**src/rtl/serout_pkg.sv**
```systemverilog
// Package: shared types and helpers for the serial result output port.
// Assumes nothing beyond IEEE 1800-2017 synthesizable constructs.
package serout_pkg;

    // One-cycle shift-clock edge events in the master-clock domain.
    typedef struct packed {
        logic fall;
        logic rise;
    } serout_edge_t;

    // Master cycles per half period of the generated shift clock.
    function automatic int half_div(input int div);
        return (div < 4) ? 2 : div / 2;
    endfunction

    // Width of a counter that must reach n-1 (at least one bit).
    function automatic int cnt_bits(input int n);
        return (n > 1) ? $clog2(n) : 1;
    endfunction

endpackage

```
**src/rtl/serout_sync.sv**
```systemverilog
// Module: multi-bit level synchronizer, one independent flop chain per bit.
// Assumes each bit is a slow level signal; no bus coherence across bits.
module serout_sync #(
    parameter int               WIDTH   = 2,
    parameter int               STAGES  = 2,
    parameter logic [WIDTH-1:0] RST_VAL = '0
) (
    input  logic             clk,
    input  logic             rst_n,
    input  logic [WIDTH-1:0] d,
    output logic [WIDTH-1:0] q
);

    generate
        for (genvar b = 0; b < WIDTH; b++) begin : g_bit
            logic [STAGES-1:0] chain_q;

            // Shift the asynchronous input through STAGES flops.
            always_ff @(posedge clk) begin
                if (!rst_n) chain_q <= {STAGES{RST_VAL[b]}};
                else        chain_q <= {chain_q[STAGES-2:0], d[b]};
            end

            assign q[b] = chain_q[STAGES-1];
        end
    endgenerate

endmodule

```
**src/rtl/serout_clkgen.sv**
```systemverilog
// Module: shift-clock source. In self mode it divides the master clock and
// drives an idle-high clock while a transfer runs; in host mode it detects
// edges on the synchronized host clock. Either way it reports fall/rise events.
// Assumes CLK_DIV is even and at least 4.
module serout_clkgen
    import serout_pkg::*;
#(
    parameter int CLK_DIV = 4
) (
    input  logic         clk,
    input  logic         rst_n,
    input  logic         mode_self,
    input  logic         run,
    input  logic         ext_sclk_s,
    output logic         sclk_q,
    output serout_edge_t edges
);

    localparam int HALF  = half_div(CLK_DIV);
    localparam int CNT_W = cnt_bits(HALF);
    localparam logic [CNT_W-1:0] CNT_TOP = CNT_W'(HALF - 1);

    logic [CNT_W-1:0] cnt_q;
    logic             ext_prev_q;
    logic             gen_on;
    logic             gen_toggle;

    assign gen_on     = mode_self && run;
    assign gen_toggle = gen_on && (cnt_q == CNT_TOP);

    // Divider: count half periods while running, park high otherwise.
    always_ff @(posedge clk) begin
        if (!rst_n) begin
            cnt_q  <= '0;
            sclk_q <= 1'b1;
        end else if (gen_on) begin
            if (gen_toggle) begin
                cnt_q  <= '0;
                sclk_q <= ~sclk_q;
            end else begin
                cnt_q  <= cnt_q + CNT_W'(1);
            end
        end else begin
            cnt_q  <= '0;
            sclk_q <= 1'b1;
        end
    end

    // Keep last synchronized host clock level for edge detection.
    always_ff @(posedge clk) begin
        if (!rst_n) ext_prev_q <= 1'b0;
        else        ext_prev_q <= ext_sclk_s;
    end

    // Select event source by mode.
    always_comb begin
        if (mode_self) begin
            edges.fall = gen_toggle && sclk_q;
            edges.rise = gen_toggle && !sclk_q;
        end else begin
            edges.fall = ext_prev_q && !ext_sclk_s;
            edges.rise = !ext_prev_q && ext_sclk_s;
        end
    end

    AST_GEN_HIGH_HALF: assert property (@(posedge clk) disable iff (!rst_n)
        (mode_self && $fell(sclk_q)) |-> $past(sclk_q, 2));

    AST_GEN_LOW_HALF: assert property (@(posedge clk) disable iff (!rst_n)
        (mode_self && $rose(sclk_q) && $past(run)) |-> !$past(sclk_q, 2));

endmodule

```
**src/rtl/serout_ctrl.sv**
```systemverilog
// Module: word holding, ready flag and bit sequencing. Accepts result words
// through a two-cycle release/load pipeline, holds a word that arrives during
// a transfer, and walks the bit index MSB first on shift-clock events.
// Assumes cs_act and edges are already in the master-clock domain.
module serout_ctrl
    import serout_pkg::*;
#(
    parameter int WORD_W = 16,
    parameter int IDX_W  = 4
) (
    input  logic              clk,
    input  logic              rst_n,
    input  logic              res_valid,
    input  logic [WORD_W-1:0] res_word,
    input  logic              mode_self,
    input  logic              cs_act,
    input  serout_edge_t      edges,
    output logic              drdy_n,
    output logic              sdata,
    output logic              sdata_oe,
    output logic              run
);

    localparam logic [IDX_W-1:0] IDX_TOP = IDX_W'(WORD_W - 1);
    localparam logic [1:0]       LOAD_AT = 2'd2;

    logic [WORD_W-1:0] word_q;
    logic [WORD_W-1:0] pend_word_q;
    logic [IDX_W-1:0]  idx_q;
    logic [1:0]        pend_cnt_q;
    logic              pend_v_q;
    logic              avail_q;
    logic              drdy_q;
    logic              first_q;
    logic              busy;
    logic              end_evt;
    logic              fin;
    logic              skip_fall;

    assign busy      = cs_act && avail_q;
    assign end_evt   = mode_self ? edges.rise : edges.fall;
    assign fin       = busy && end_evt && (idx_q == '0);
    assign skip_fall = mode_self && first_q;

    // Bit engine and result intake; the two act in disjoint busy states.
    always_ff @(posedge clk) begin
        if (!rst_n) begin
            word_q      <= '0;
            pend_word_q <= '0;
            idx_q       <= IDX_TOP;
            pend_cnt_q  <= '0;
            pend_v_q    <= 1'b0;
            avail_q     <= 1'b0;
            drdy_q      <= 1'b1;
            first_q     <= 1'b1;
        end else begin
            // Bit engine: restart on deselect, finish, or step on a fall.
            if (!busy) begin
                idx_q   <= IDX_TOP;
                first_q <= 1'b1;
            end else if (fin) begin
                avail_q <= 1'b0;
                drdy_q  <= 1'b1;
                idx_q   <= IDX_TOP;
                first_q <= 1'b1;
            end else if (edges.fall) begin
                first_q <= 1'b0;
                if (!skip_fall && idx_q != '0) idx_q <= idx_q - IDX_W'(1);
            end

            // Intake: capture, release the old word, then load two edges later.
            if (res_valid) begin
                pend_word_q <= res_word;
                pend_v_q    <= 1'b1;
                if (busy) begin
                    pend_cnt_q <= 2'd0;
                end else begin
                    pend_cnt_q <= 2'd1;
                    avail_q    <= 1'b0;
                    drdy_q     <= 1'b1;
                end
            end else if (pend_v_q && !busy) begin
                if (pend_cnt_q == LOAD_AT) begin
                    word_q   <= pend_word_q;
                    avail_q  <= 1'b1;
                    drdy_q   <= 1'b0;
                    pend_v_q <= 1'b0;
                    idx_q    <= IDX_TOP;
                end else begin
                    pend_cnt_q <= pend_cnt_q + 2'd1;
                    avail_q    <= 1'b0;
                    drdy_q     <= 1'b1;
                end
            end
        end
    end

    assign drdy_n   = drdy_q;
    assign sdata_oe = busy;
    assign sdata    = busy ? word_q[idx_q] : 1'b0;
    assign run      = busy;

    AST_LOAD_AFTER_RELEASE: assert property (@(posedge clk) disable iff (!rst_n)
        $fell(drdy_q) |-> $past(drdy_q, 2));

    AST_IDX_DESCENDS: assert property (@(posedge clk) disable iff (!rst_n)
        ($past(busy) && busy && (idx_q != $past(idx_q))) |-> (idx_q == $past(idx_q) - IDX_W'(1)));

    AST_OE_WITH_READY: assert property (@(posedge clk) disable iff (!rst_n)
        sdata_oe |-> !drdy_n);

    AST_WORD_STABLE: assert property (@(posedge clk) disable iff (!rst_n)
        ($past(busy) && busy) |-> $stable(word_q));

endmodule

```
**src/rtl/serout_port.sv**
```systemverilog
// Module: top of the converter result serial output port. Synchronizes the
// host select and clock, picks the clock source by mode, and exposes the
// ready flag, serial data and clock with their output enables.
// Assumes WORD_W is 16 or 20, CLK_DIV even and >= 4, and the master clock at
// least four times the host shift clock.
module serout_port
    import serout_pkg::*;
#(
    parameter int WORD_W      = 16,
    parameter int CLK_DIV     = 4,
    parameter int SYNC_STAGES = 2
) (
    input  logic              clk,
    input  logic              rst_n,
    input  logic              res_valid,
    input  logic [WORD_W-1:0] res_word,
    input  logic              mode_self,
    input  logic              cs_n,
    input  logic              sclk_in,
    output logic              drdy_n,
    output logic              sdata,
    output logic              sdata_oe,
    output logic              sclk_out,
    output logic              sclk_oe
);

    localparam int IDX_W = cnt_bits(WORD_W);

    logic         cs_n_s;
    logic         sclk_s;
    logic         cs_act;
    logic         run;
    serout_edge_t edges;

    serout_sync #(
        .WIDTH   (2),
        .STAGES  (SYNC_STAGES),
        .RST_VAL (2'b01)
    ) u_sync (
        .clk   (clk),
        .rst_n (rst_n),
        .d     ({sclk_in, cs_n}),
        .q     ({sclk_s, cs_n_s})
    );

    assign cs_act = !cs_n_s;

    serout_clkgen #(
        .CLK_DIV (CLK_DIV)
    ) u_clkgen (
        .clk        (clk),
        .rst_n      (rst_n),
        .mode_self  (mode_self),
        .run        (run),
        .ext_sclk_s (sclk_s),
        .sclk_q     (sclk_out),
        .edges      (edges)
    );

    serout_ctrl #(
        .WORD_W (WORD_W),
        .IDX_W  (IDX_W)
    ) u_ctrl (
        .clk       (clk),
        .rst_n     (rst_n),
        .res_valid (res_valid),
        .res_word  (res_word),
        .mode_self (mode_self),
        .cs_act    (cs_act),
        .edges     (edges),
        .drdy_n    (drdy_n),
        .sdata     (sdata),
        .sdata_oe  (sdata_oe),
        .run       (run)
    );

    assign sclk_oe = mode_self;

    AST_SCLK_PARKED_UNSELECTED: assert property (@(posedge clk) disable iff (!rst_n)
        (cs_n_s && $past(cs_n_s)) |-> sclk_out);

    AST_NO_OE_UNSELECTED: assert property (@(posedge clk) disable iff (!rst_n)
        cs_n_s |-> !sdata_oe);

endmodule

```
**config.mk**
```make
export PLATFORM = sky130hd
export DESIGN_NAME = serout_port
export DESIGN_NICKNAME = d
export VERILOG_FILES = /design/src/rtl/serout_pkg.sv /design/src/rtl/serout_sync.sv /design/src/rtl/serout_clkgen.sv /design/src/rtl/serout_ctrl.sv /design/src/rtl/serout_port.sv
export SDC_FILE = /design/constraint.sdc
export NUM_CORES = 1
export LEC_CHECK = 0
export BUFFER_PORTS_ARGS = -buffer_cell sky130_fd_sc_hd__buf_4
export CAP_MARGIN = 20
export CELL_PAD_IN_SITES_DETAIL_PLACEMENT = 1
export CELL_PAD_IN_SITES_GLOBAL_PLACEMENT = 2
export CORE_UTILIZATION = 34
export CTS_BUF_LIST = sky130_fd_sc_hd__clkbuf_16
export DETAILED_ROUTE_END_ITERATION = 16
export PLACE_DENSITY_LB_ADDON = 0.1
export SLEW_MARGIN = 20
export SYNTH_ARGS = -nofsm -noshare
export SYNTH_HDL_FRONTEND = slang
export SYNTH_HIERARCHICAL = 1
export SYNTH_SLANG_ARGS = --single-unit
export TNS_END_PERCENT = 30
```
**constraint.sdc**
```tcl
create_clock -name clk -period 2.4 [get_ports clk]
set_input_delay 0.72 -clock clk [delete_from_list [all_inputs] [get_ports clk]]
set_output_delay 0.72 -clock clk [all_outputs]
set_load 0.01 [all_outputs]
```
### After elaboration in Yosys (flattened, before gate mapping)

Index checks and enable logic that the tools add are counted.

* flip-flop bits (word level): 49
* input port bits: 22
* output and inout bits: 5
* logic and storage cells: 83

* $add $sub $neg: 3
* magnitude comparators: 1
* equality and inequality tests: 2
* mux-type cells: 31
* bitwise operators: 5
* reductions and logical operators: 28

Operators with widths (number)
* 2-to-1 mux 4 bit: 7
* 2-to-1 mux 1 bit: 19
* logical AND 1 bit: 12
* 2-to-1 mux 2 bit: 4
* zero test 1 bit: 6
* AND reduction 2 bit: 3
* OR reduction 3 bit: 2
* less-than comparator 4 x 5 -> 1 bit (second input constant): 1
* NOT 1 bit: 5
* binary-select mux 1 bit (select 4 bit): 1
* zero test 4 bit: 1
* nonzero test 2 bit: 2
* nonzero test 4 bit: 1
* subtractor 4 x 1 -> 4 bit (second input constant): 1
* AND reduction 3 bit: 1
* adder 2 x 1 -> 2 bit (second input constant): 1
* equality test 2 bit (second input constant): 1
* inequality test 2 bit (second input constant): 1
* adder 1 bit (second input constant): 1

### Longest topological paths before layout

Gate-level depths: netlist (run 1).

* depth after elaboration: 14
* gate-level depth with buffers: 10
* gate-level depth less buffers: 9

### By module

Netlist (run 1), hierarchy kept.

Modules (own cells, without submodules)
* serout_ctrl: instances 1, cells each 196, area an instance 1745.4 um^2, seq. area each 840.8 um^2
* serout_clkgen: instances 1, cells each 14, area an instance 127.6 um^2, seq. area each 60.1 um^2
* serout_sync: instances 1, cells each 10, area an instance 120.1 um^2, seq. area each 80.1 um^2
* serout_port: instances 1, cells each 2, area an instance 11.3 um^2, seq. area each 0.0 um^2

### Worst setup path before layout (run 1)

OpenSTA, ideal clock, no wires.

* path kind: register to output
* start: reg u_ctrl.idx_q[0]
* end: out sdata
* arrival time: 1.316 ns
* required time: 1.680 ns
* path slack: 0.364 ns
* cell stages (with the launch flop): 6
* path buffers: 1
* cell sequence: dfxtp_1 > buf_6 > mux4_2 > a2bb2oi_1 > a32oi_1 > nor2_1

* longest elaborated chain between the ends: 3

Ends and longest elaborated chain
* from (decl): RTL line serout_ctrl.sv:29 `logic [IDX_W-1:0] idx_q;`
* from (signal assigned): RTL line serout_ctrl.sv:68 `if (!skip_fall && idx_q != '0) idx_q <= idx_q - IDX_W'(1);`
* binary-select mux 1 bit (select 4 bit): RTL line serout_ctrl.sv:100 `assign sdata = busy ? word_q[idx_q] : 1'b0;`
* 2-to-1 mux 1 bit (implied by the code): RTL line serout_ctrl.sv:100
* 2-to-1 mux 1 bit: RTL line serout_ctrl.sv:100
* to (decl): RTL line serout_port.sv:21 `output logic sdata,`

Every way passes these cells. The select of a mux whose other input is x is not followed.

### Final worst setup path (run 1)

Ends and elaborated chain as after synthesis.

==> qor.txt, run 1 <==
Status: finished with violations
Failing checks: setup timing
Share of layout cells above drive strength 1: 0.1928
# setup viols final: 1
Metal1 wirelength: 2257 um
Leak: 1.044 nW
Height of the die: 78.78 um
Worst Setup End Kind: primary output
Max Cap Violations: 0
Min-delay src: u_sync/g_bit[0].chain_q[0]$_SDFF_PN1_
Pre-Repair DR Iteration Count: 4
Syn Area/Cell: 9.029 sq um
Pins Over Slew Limit: 0
Post-route clock period utilization: 1.025
Crit Path Class: reg -> out
Via density per instance: 4.804
Register area share after synthesis: 0.4894
Hold depth: 1
Unrepaired setup endpoints after global routing: true
First-pass GRT wire length: 7479 um
Top cell family by delay on the critical path: multiplexers
Grt ovf: 0
CTS Buf Count: 5
Setup WS post-layout: -60.84 ps
Std-Cell Rows: 27
# hold bufs at CTS: 0
Area of the multi-input gates: 927.1 sq um
Worst path required time: 1680 ps
Final #Nets: 272
GP Congestion: 0.7233
Power Density: 708.0 nW/um^2
FF-to-FF Start: u_ctrl/idx_q[0]$_SDFF_PN1_
Clock root buffer: clkbuf_16
Post-synthesis net count: 246
DRT antenna net count: 0
I/O pin count: 27
R2R Setup Slk: 610 ps
Synthesis-to-finish area growth: 21.47%
Most common cell after layout, fill and taps aside: dfxtp_1
Critical path startpoint category: flop
CP cell instances: mux4_2 > a2bb2oi_2 > a32oi_2 > nor2_1 > buf_4
Die width: 78.78 um
HPWL after DPL: 2909 um
WHS Endpoint: u_sync/g_bit[0].chain_q[1]$_SDFF_PN1_
# diodes: 0
Reg-to-reg critical path endpoint: u_ctrl/drdy_n$_SDFF_PN1_
Worst r2r path cells: 7
Port Buf Inserts: 26
Clock sink count: 49
Post-CTS setup buffer count: 0
Crit path largest cell delay: 510 ps
VDD IR max: 0.0003288 V
Fill cells: 682
F_max: 406.4 MHz
Initial antenna violation count: 0
Top sig layer: met4
Routed wire length: 4295 um
Vias: 1542
Initial core utilization: 0.3574
Core region area: 5608 sq um
Min cycle time layout: 2461 ps
CTS tree: done
Crit path DAT: 1740 ps
Remaining DRCs: 0
Worst-Skew Late Latency: 280 ps
Setup Skew: 7.919 ps
Asr flop ratio synth: 0
Worst-path clk slew: 60 ps
Buf+Inv Stages, Crit Path: 1
Mapped Cells: 222
Final hold violations: 0
EDFF count, synth: 0
Mapped Area: 2004 sq um
Yosys warns: 6
Number of global-route vias before repair: 1573
Post-synth cell types: 37
Clock tree buffer depth: 2
Routed met2 length: 1925 um
Die Footprint: 6206 sq um
Register Area: 984.7 sq um
Total track usage: 0.1539
Routed len/inst: 13.38 um
Worst-path fanout max: 3
Met3 WL: 98 um
Total power: 1.724 mW
Placed cell count: 313
Leading cell types in the layout, fill and taps excluded: dfxtp_1, nand2_1, buf_4, nor2_1
Normalized max-slew margin: 0.6627
Tightest Pin Transition: 501.4 ps
Largest net degree at the start of global routing: 36
Hold WC Path Type: reg -> reg
Seq cells post-synth: 49
Slowest cell on crit path: mux4_2
Top FF cell, synth: dfxtp_1
DRT iter0 DRCs: 45
Post-Layout Cell Count: 321
CTS H-tree lvls: 2
[state kept, by name (all words and copies together) (netlist names)]
signal	flops
u_clkgen/cnt_q	1
u_ctrl/drdy_n	1
u_ctrl/word_q	16
u_ctrl/pend_v_q	1
u_clkgen/ext_prev_q	1
u_sync/g_bit.chain_q	4
u_ctrl/idx_q	4
u_ctrl/pend_word_q	16
u_ctrl/pend_cnt_q	2
u_ctrl/first_q	1
u_ctrl/avail_q	1
u_clkgen/sclk_q	1
[cell families after synthesis]
| family | Yosys count | synth area share |
|---|---|---|
| flip-flops | 49 | 0.4894 |
| XOR/XNOR | 3 | 0.01311 |
| multiplexers | 23 | 0.1273 |
| AO/OA/AOI/OAI | 35 | 0.1005 |
| adder cells (fa/ha/maj) | 2 | 0.01248 |
| AND/OR/NAND/NOR | 89 | 0.2023 |
| buffers and inverters | 21 | 0.05492 |
[synthesized netlist by cell type, types with 2 or more instances]
library cell,n,area (sq um)
a21oi_1,21,105.1
a2bb2oi_1,2,17.52
and2_1,3,18.77
buf_4,6,45.04
clkbuf_1,4,15.01
dfxtp_1,49,980.9
ha_1,2,25.02
inv_1,8,30.03
mux2i_1,21,210.2
mux4_2,2,45.04
nand2_1,42,157.7
nand2b_1,6,37.54
nand3_1,4,20.02
nand4b_1,2,17.52
nor2_1,23,86.33
o21ai_0,5,25.02
xnor2_1,2,17.52
[routing by layer]
layer | up-vias | GRT usage
met5 | - | 0
met4 | 0 | 0.04444
met3 | 2 | 0.02759
met2 | 20 | 0.2452
met1 | 729 | 0.2114
li1 | 791 | -
[area by class of cell]
class	count	share of cell area
well taps	72	0.03700
repair buffers	31	0.09558
inverters	9	0.01387
flip-flops and latches	49	0.4044
multi-input cells	152	0.3808
clock buffers	5	0.05139
clock inverters	3	0.01696
[metrics by stage]
step	instance area (sq um)	worst slack (ps)	hold slack [ps]	utilization	TNS [ps]
after global placement	2251	165.3	404.5	0.4014	0
after floorplan	2004	364.1	386.3	-	0
after detailed placement	2251	127.3	401.8	0.4014	0
after global routing	2435	-131.3	462.7	0.4342	-131.3
after CTS	2435	-118.9	421.7	0.4342	-118.9
final	2435	-60.84	414.2	0.4342	-60.84
[worst max-delay path by stage]
stage | from | slack [ps] | cells past startpoint | end
2_1_floorplan | u_ctrl/idx_q[0]$_SDFF_PN1_ | 360 | 5 | sdata
5_1_grt | u_ctrl/idx_q[0]$_SDFF_PN1_ | -130 | 5 | sdata
6_report | u_ctrl/idx_q[0]$_SDFF_PN1_ | -60 | 5 | sdata
4_1_cts | u_ctrl/idx_q[0]$_SDFF_PN1_ | -120 | 5 | sdata
3_5_place_dp | u_ctrl/idx_q[0]$_SDFF_PN1_ | 130 | 5 | sdata
3_3_place_gp | u_ctrl/idx_q[0]$_SDFF_PN1_ | 170 | 5 | sdata
[what timing repair did]
action / in CTS / in global routing
gates cloned: 0 / 0
resized for setup: 4 / 0
pin swaps: 2 / 2
endpoints found under the hold margin: 0 / 0
endpoints found under the setup margin: 1 / 1
[power by group]
group          leakage (nW)  switching [mW]  internal, mW  total, mW
clock network        0.0775           0.293         0.488      0.781
registers             0.400          0.0132         0.836      0.849
logic                 0.567          0.0452        0.0492     0.0943
(Power assumes the default switching activity.)
==> inputs of run 2 (changes only) <==
--- a/config.mk
+++ b/config.mk
@@ -8,11 +8,13 @@
 export BUFFER_PORTS_ARGS = -buffer_cell sky130_fd_sc_hd__buf_4
 export CAP_MARGIN = 20
 export CELL_PAD_IN_SITES_DETAIL_PLACEMENT = 1
-export CELL_PAD_IN_SITES_GLOBAL_PLACEMENT = 2
-export CORE_UTILIZATION = 34
+export CELL_PAD_IN_SITES_GLOBAL_PLACEMENT = 1
+export CORE_UTILIZATION = 42
 export CTS_BUF_LIST = sky130_fd_sc_hd__clkbuf_16
 export DETAILED_ROUTE_END_ITERATION = 16
+export HOLD_SLACK_MARGIN = 0.06
 export PLACE_DENSITY_LB_ADDON = 0.1
+export REMOVE_ABC_BUFFERS = 1
 export SLEW_MARGIN = 20
 export SYNTH_ARGS = -nofsm -noshare
 export SYNTH_HDL_FRONTEND = slang
==> run 2 against run 1 <==
The flow still finishes with violations (setup timing). Clock power shrank 1%. Global-route usage grew 2.7 points. Sequential power is essentially flat. Design area shrank 0.41%. Clock-buffer cell count is the same. Worst setup slack gained 3.0 ps. Via count grew 0.58%. Register-to-register slack lost 150 ps. Hold slack gained 6.9 ps. Combinational power is essentially flat.
==> qor.txt, run 2 (same netlist as run 1, synthesis figures left out) <==
Most common cell after layout, fill and taps aside: dfxtp_1
# diodes: 0 (unchanged)
Via density per instance: 5.119 (+6.6%)
Tightest Pin Transition: 429.7 ps (-71.72 ps)
Power Density: 707.4 nW/um^2 (about the same)
Failing checks: setup timing
Min-delay src: u_sync/g_bit[0].chain_q[0]$_SDFF_PN1_
CTS tree: done
Height of the die: 71.08 um (-9.8%)
FF-to-FF Start: u_ctrl/idx_q[0]$_SDFF_PN1_
Pins Over Slew Limit: 0 (unchanged)
Worst-Skew Late Latency: 280 ps (about the same)
Share of layout cells above drive strength 1: 0.1992 (+0.006432)
HPWL after DPL: 2696 um (-7.3%)
Status: finished with violations
Total track usage: 0.1808 (+0.02696)
Final Core Density: 0.5419 (+0.1078)
DRT iter0 DRCs: 58 (+29%)
GP Congestion: 0.7311 (+1.1%)
Core region area: 4474 sq um (-20%)
DRT antenna net count: 0 (unchanged)
First-pass GRT wire length: 7100 um (-5.1%)
Synthesis-to-finish area growth: 20.97%
Pre-Repair DR Iteration Count: 6 (+2)
Setup TNS Final: -57.80 ps (+3.040 ps)
Worst-path clk slew: 60 ps (about the same)
Crit path DAT: 1740 ps (about the same)
# setup viols final: 1 (unchanged)
Max Cap Violations: 0 (unchanged)
Initial core utilization: 0.4480 (+0.09056)
Worst path required time: 1680 ps (about the same)
VDD IR max: 0.0003754 V (+14%)
CTS Buf Count: 5 (unchanged)
Grt ovf: 0 (unchanged)
Leading cell types in the layout, fill and taps excluded: dfxtp_1, nand2_1, buf_4, nor2_1
Routed len/inst: 13.77 um (+2.9%)
Area of the multi-input gates: 927.1 sq um (unchanged)
Leak: 1.052 nW (+0.80%)
Largest regs: u_ctrl/pend_word_q x16, u_ctrl/word_q x16
Min cycle time layout: 2458 ps (-3.040 ps)
Clock sink count: 49 (unchanged)
CTS H-tree lvls: 2 (unchanged)
Setup Skew: 4.448 ps (-3.471 ps)
Clock root buffer: clkbuf_16
Register Area: 984.7 sq um (unchanged)
Final hold violations: 0 (unchanged)
Largest net degree at the start of global routing: 36 (unchanged)
Post-route clock period utilization: 1.024 (-0.001267)
Hold WC Path Type: reg -> reg
Clock tree buffer depth: 2 (unchanged)
Fill cells: 543 (-20%)
Routed wire length: 4173 um (-2.8%)
Crit Path Class: reg -> out
Unrepaired setup endpoints after global routing: true
Std-Cell Rows: 24 (-11%)
Normalized max-slew margin: 0.7110 (+0.04824)
Hold slack: 421.1 ps (+6.922 ps)
Remaining DRCs: 0 (unchanged)
Vias: 1551 (+0.58%)
Die width: 71.08 um (-9.8%)
Worst Setup End Kind: primary output
Die Footprint: 5052 sq um (-19%)
Initial antenna violation count: 0 (unchanged)
F_max: 406.9 MHz (+0.12%)
I/O pin count: 27 (unchanged)
Worst-path fanout max: 4 (+1)
Setup WS post-layout: -57.80 ps (+3.040 ps)
Final #Nets: 274 (+0.74%)
Critical path startpoint category: flop
Port Buf Inserts: 26 (unchanged)
Number of global-route vias before repair: 1524 (-3.1%)
Worst setup path startpoint: u_ctrl/idx_q[0]$_SDFF_PN1_
Post-place setup slack: 112.5 ps (-14.81 ps)
-- run 2: changes by cell type in the layout (fill, tap and decap cells not counted) --
cell   before  now
buf_4      31   33
-- run 2: through the flow --
stage          std cells  cell area (sq um)  power [mW]
3_5_place_dp         293               2226      0.9634
2_1_floorplan        210               1928      0.9094
6_report             303               2425       1.715
4_1_cts              302               2404       1.740
5_1_grt              303               2425       1.789
3_3_place_gp         293               2226      0.9606
-- run 2: worst paths after layout --
check | to | slack [ps] | cells past startpoint
worst max-delay path | sdata | -60 | 5
worst min register to register | u_sync/g_bit[0].chain_q[1]$_SDFF_PN1_ | 420 | 1
worst min-delay path | u_sync/g_bit[0].chain_q[1]$_SDFF_PN1_ | 420 | 1
worst max register to register | u_ctrl/idx_q[1]$_SDFF_PN1_ | 460 | 8
-- run 2: critical path, stage by stage (launching register included) --
cell       delay, ps
dfxtp_4          370
mux4_2           510
a2bb2oi_2        150
a32oi_2          220
nor2_1            70
buf_4            140
-- run 2: cell type report --
cell class | instances | share of cell area
tap | 52 | 0.02683
timing repair buffer | 33 | 0.1022
clock buffer | 5 | 0.05160
multi-input combinational | 152 | 0.3824
sequential | 49 | 0.4061
inverter | 9 | 0.01393
clock inverter | 3 | 0.01703
-- run 2: routing by layer --
metal / global-route usage / routed length, um / vias to the layer above
li1: - / - / 793
met1: 0.2317 / 2032 / 733
met2: 0.3077 / 1999 / 21
met3: 0.04701 / 113 / 4
met4: 0.04000 / 27 / 0
met5: 0 / 0 / -
-- run 2: where the power goes --
| group | leakage, nW | switching [mW] | internal, mW |
|---|---|---|---|
| logic | 0.575 | 0.0452 | 0.0492 |
| registers | 0.400 | 0.0128 | 0.836 |
| clock network | 0.0775 | 0.285 | 0.487 |
| total | 1.05 | 0.343 | 1.37 |
-- run 2: timing repair --
action / in CTS / in global routing
gates resized for setup: 2 / 2
hold buffers: 0 / 0
pin swaps: 1 / 2
setup endpoints to repair: 1 / 1
setup buffers: 1 / 1
==> inputs of run 3 (changes only) <==
--- a/config.mk
+++ b/config.mk
@@ -5,7 +5,7 @@
 export SDC_FILE = /design/constraint.sdc
 export NUM_CORES = 1
 export LEC_CHECK = 0
-export BUFFER_PORTS_ARGS = -buffer_cell sky130_fd_sc_hd__buf_4
+export BUFFER_PORTS_ARGS = -buffer_cell sky130_fd_sc_hd__buf_2
 export CAP_MARGIN = 20
 export CELL_PAD_IN_SITES_DETAIL_PLACEMENT = 1
 export CELL_PAD_IN_SITES_GLOBAL_PLACEMENT = 1
==> run 3 against run 2 <==
Fmax barely moved. The run still ends with setup timing left. Clock power decreased by 15%. Largest power group unchanged. Highest routed layer unchanged. Clock skew about the same. Critical path depth stayed put.
==> qor.txt, run 3 (same netlist as run 1, synthesis figures left out) <==
Routed wire length: 4018 um (-3.7%)
Std-Cell Rows: 24 (unchanged)
Worst Setup End Kind: primary output
CTS Buf Count: 5 (unchanged)
Synthesis-to-finish area growth: 16.29%
Core region area: 4474 sq um (unchanged)
Unrepaired setup endpoints after global routing: true
# diodes: 0 (unchanged)
Pins Over Slew Limit: 0 (unchanged)
Crit path largest cell delay: 500 ps (about the same)
Port Buf Inserts: 26 (unchanged)
WHS Endpoint: u_sync/g_bit[0].chain_q[1]$_SDFF_PN1_
Final Core Density: 0.5210 (-0.02097)
Crit path DAT: 1740 ps (about the same)
FF-to-FF Start: u_ctrl/idx_q[0]$_SDFF_PN1_
First-pass GRT wire length: 7100 um (unchanged)
Grt ovf: 0 (unchanged)
CTS H-tree lvls: 2 (unchanged)
CTS tree: done
HPWL after DPL: 2745 um (+1.8%)
Worst-path fanout max: 3 (-1)
Crit Path Class: reg -> out
Tightest Pin Transition: 444.7 ps (+15.00 ps)
Leak: 1.022 nW (-2.9%)
Setup TNS Final: -58.88 ps (-1.079 ps)
Initial core utilization: 0.4480 (unchanged)
Final #Nets: 274 (unchanged)
DRT antenna net count: 0 (unchanged)
Post-route clock period utilization: 1.025 (about the same)
DRT iter0 DRCs: 72 (+24%)
R2R Setup Slk: 480 ps (+20 ps)
Min cycle time layout: 2459 ps (+1.079 ps)
Normalized max-slew margin: 0.7009 (-0.01009)
Routed len/inst: 13.26 um (-3.7%)
Slowest cell on crit path: mux4_2
Fill cells: 530 (-2.4%)
Clock root buffer: clkbuf_16
Max Cap Violations: 0 (unchanged)
Worst setup path startpoint: u_ctrl/idx_q[0]$_SDFF_PN1_
Clock sink count: 49 (unchanged)
Hold slack: 410.2 ps (-10.89 ps)
Setup WS post-layout: -58.88 ps (-1.079 ps)
Remaining DRCs: 0 (unchanged)
Number of global-route vias before repair: 1564 (+2.6%)
GP Congestion: 0.7464 (+2.1%)
Die Footprint: 5052 sq um (unchanged)
Min-delay src: u_sync/g_bit[0].chain_q[0]$_SDFF_PN1_
Clock tree buffer depth: 2 (unchanged)
Reg-to-reg critical path endpoint: u_ctrl/drdy_n$_SDFF_PN1_
Post-DP Area: 2168 sq um (-2.6%)
Power Density: 680.6 nW/um^2 (-3.8%)
Worst-Skew Late Latency: 280 ps (about the same)
Register Area: 984.7 sq um (unchanged)
Area of the multi-input gates: 927.1 sq um (unchanged)
Worst-path clk slew: 60 ps (about the same)
I/O pin count: 27 (unchanged)
Die width: 71.08 um (unchanged)
Final hold violations: 0 (unchanged)
Design area: 2331 sq um (-3.9%)
F_max: 406.7 MHz (about the same)
# setup viols final: 1 (unchanged)
Hold depth: 1 (unchanged)
Critical path startpoint category: flop
Hold WC Path Type: reg -> reg
Total track usage: 0.1808 (unchanged)
VDD IR max: 0.0003328 V (-11%)
Worst path required time: 1680 ps (about the same)
CP cell instances: mux4_2 > a2bb2oi_2 > a32oi_2 > nor2_1 > buf_2
Height of the die: 71.08 um (unchanged)
Via density per instance: 5.106 (-0.26%)
Pre-Repair DR Iteration Count: 6 (unchanged)
Vias: 1547 (-0.26%)
Most common cell after layout, fill and taps aside: dfxtp_1
Largest net degree at the start of global routing: 36 (unchanged)
Initial antenna violation count: 0 (unchanged)
Leading cell types in the layout, fill and taps excluded: dfxtp_1, nand2_1, buf_2, nor2_1
Share of layout cells above drive strength 1: 0.1952 (-0.003984)
Worst r2r path cells: 8 (unchanged)
Largest regs: u_ctrl/pend_word_q x16, u_ctrl/word_q x16
Setup Skew: 4.389 ps (-0.05912 ps)
Status: finished with violations
Failing checks: setup timing
-- run 3: cell types whose count changed in the layout (fill, tap and decap cells not counted), sizes merged --
cell | previous run | this run
bufinv | 1 | 0
clkinv | 2 | 4
clkinvlp | 1 | 0
-- run 3: worst max-delay path by stage --
stage          endpoint  slack (ps)  depth (start not counted)
2_1_floorplan     sdata         250                          4
3_3_place_gp      sdata         160                          5
3_5_place_dp      sdata         130                          5
4_1_cts           sdata         -80                          5
5_1_grt           sdata        -120                          5
6_report          sdata         -60                          5
-- run 3: cell type report --
class                           count  area share
Sequential cell                    49      0.4224
Multi-Input combinational cell    152      0.3977
Timing Repair Buffer               33     0.07837
Clock buffer                        5     0.05368
Tap cell                           52     0.02791
Inverter                            9     0.01449
Clock inverter                      3    0.005368
-- run 3: where the power goes --
part	internal (mW)	switching [mW]	total [mW]	leakage (nW)
Combinational	0.0401	0.0454	0.0855	0.553
Sequential	0.836	0.0123	0.848	0.400
Clock	0.377	0.276	0.653	0.0687
Total	1.25	0.334	1.59	1.02
-- run 3: metal layers --
layer,routed length [um],track usage,up-vias
li1,-,-,792
met1,1973,0.2281,722
met2,1875,0.3056,26
met5,0,0,-
met3,102,0.03419,7
met4,65,0.07333,0
-- run 3: stage by stage --
step	power [mW]	worst slack, ps	instances
floorplan	0.9094	245.3	210
global placement	0.9511	162.6	294
detailed placement	0.9551	128.9	294
CTS	1.610	-78.27	303
global route	1.651	-115.9	303
finish	1.587	-58.88	303
-- run 3: what timing repair did --
action                                  CTS  global route
endpoints found under the setup margin    1             1
buffers inserted                          1             0
pin swaps                                 1             2
gates resized for setup                   2             2
hold buffers                              0             0
-- run 3: worst max-delay path: cells and delay by family (launching register included) --
| kind | cells | cell delay, ps |
|---|---|---|
| muxes | 1 | 500 |
| and+or+nand+nor | 1 | 70 |
| AOI/OAI and AO/OA | 2 | 380 |
| DFF | 1 | 370 |
| buffers and inverters | 1 | 140 |
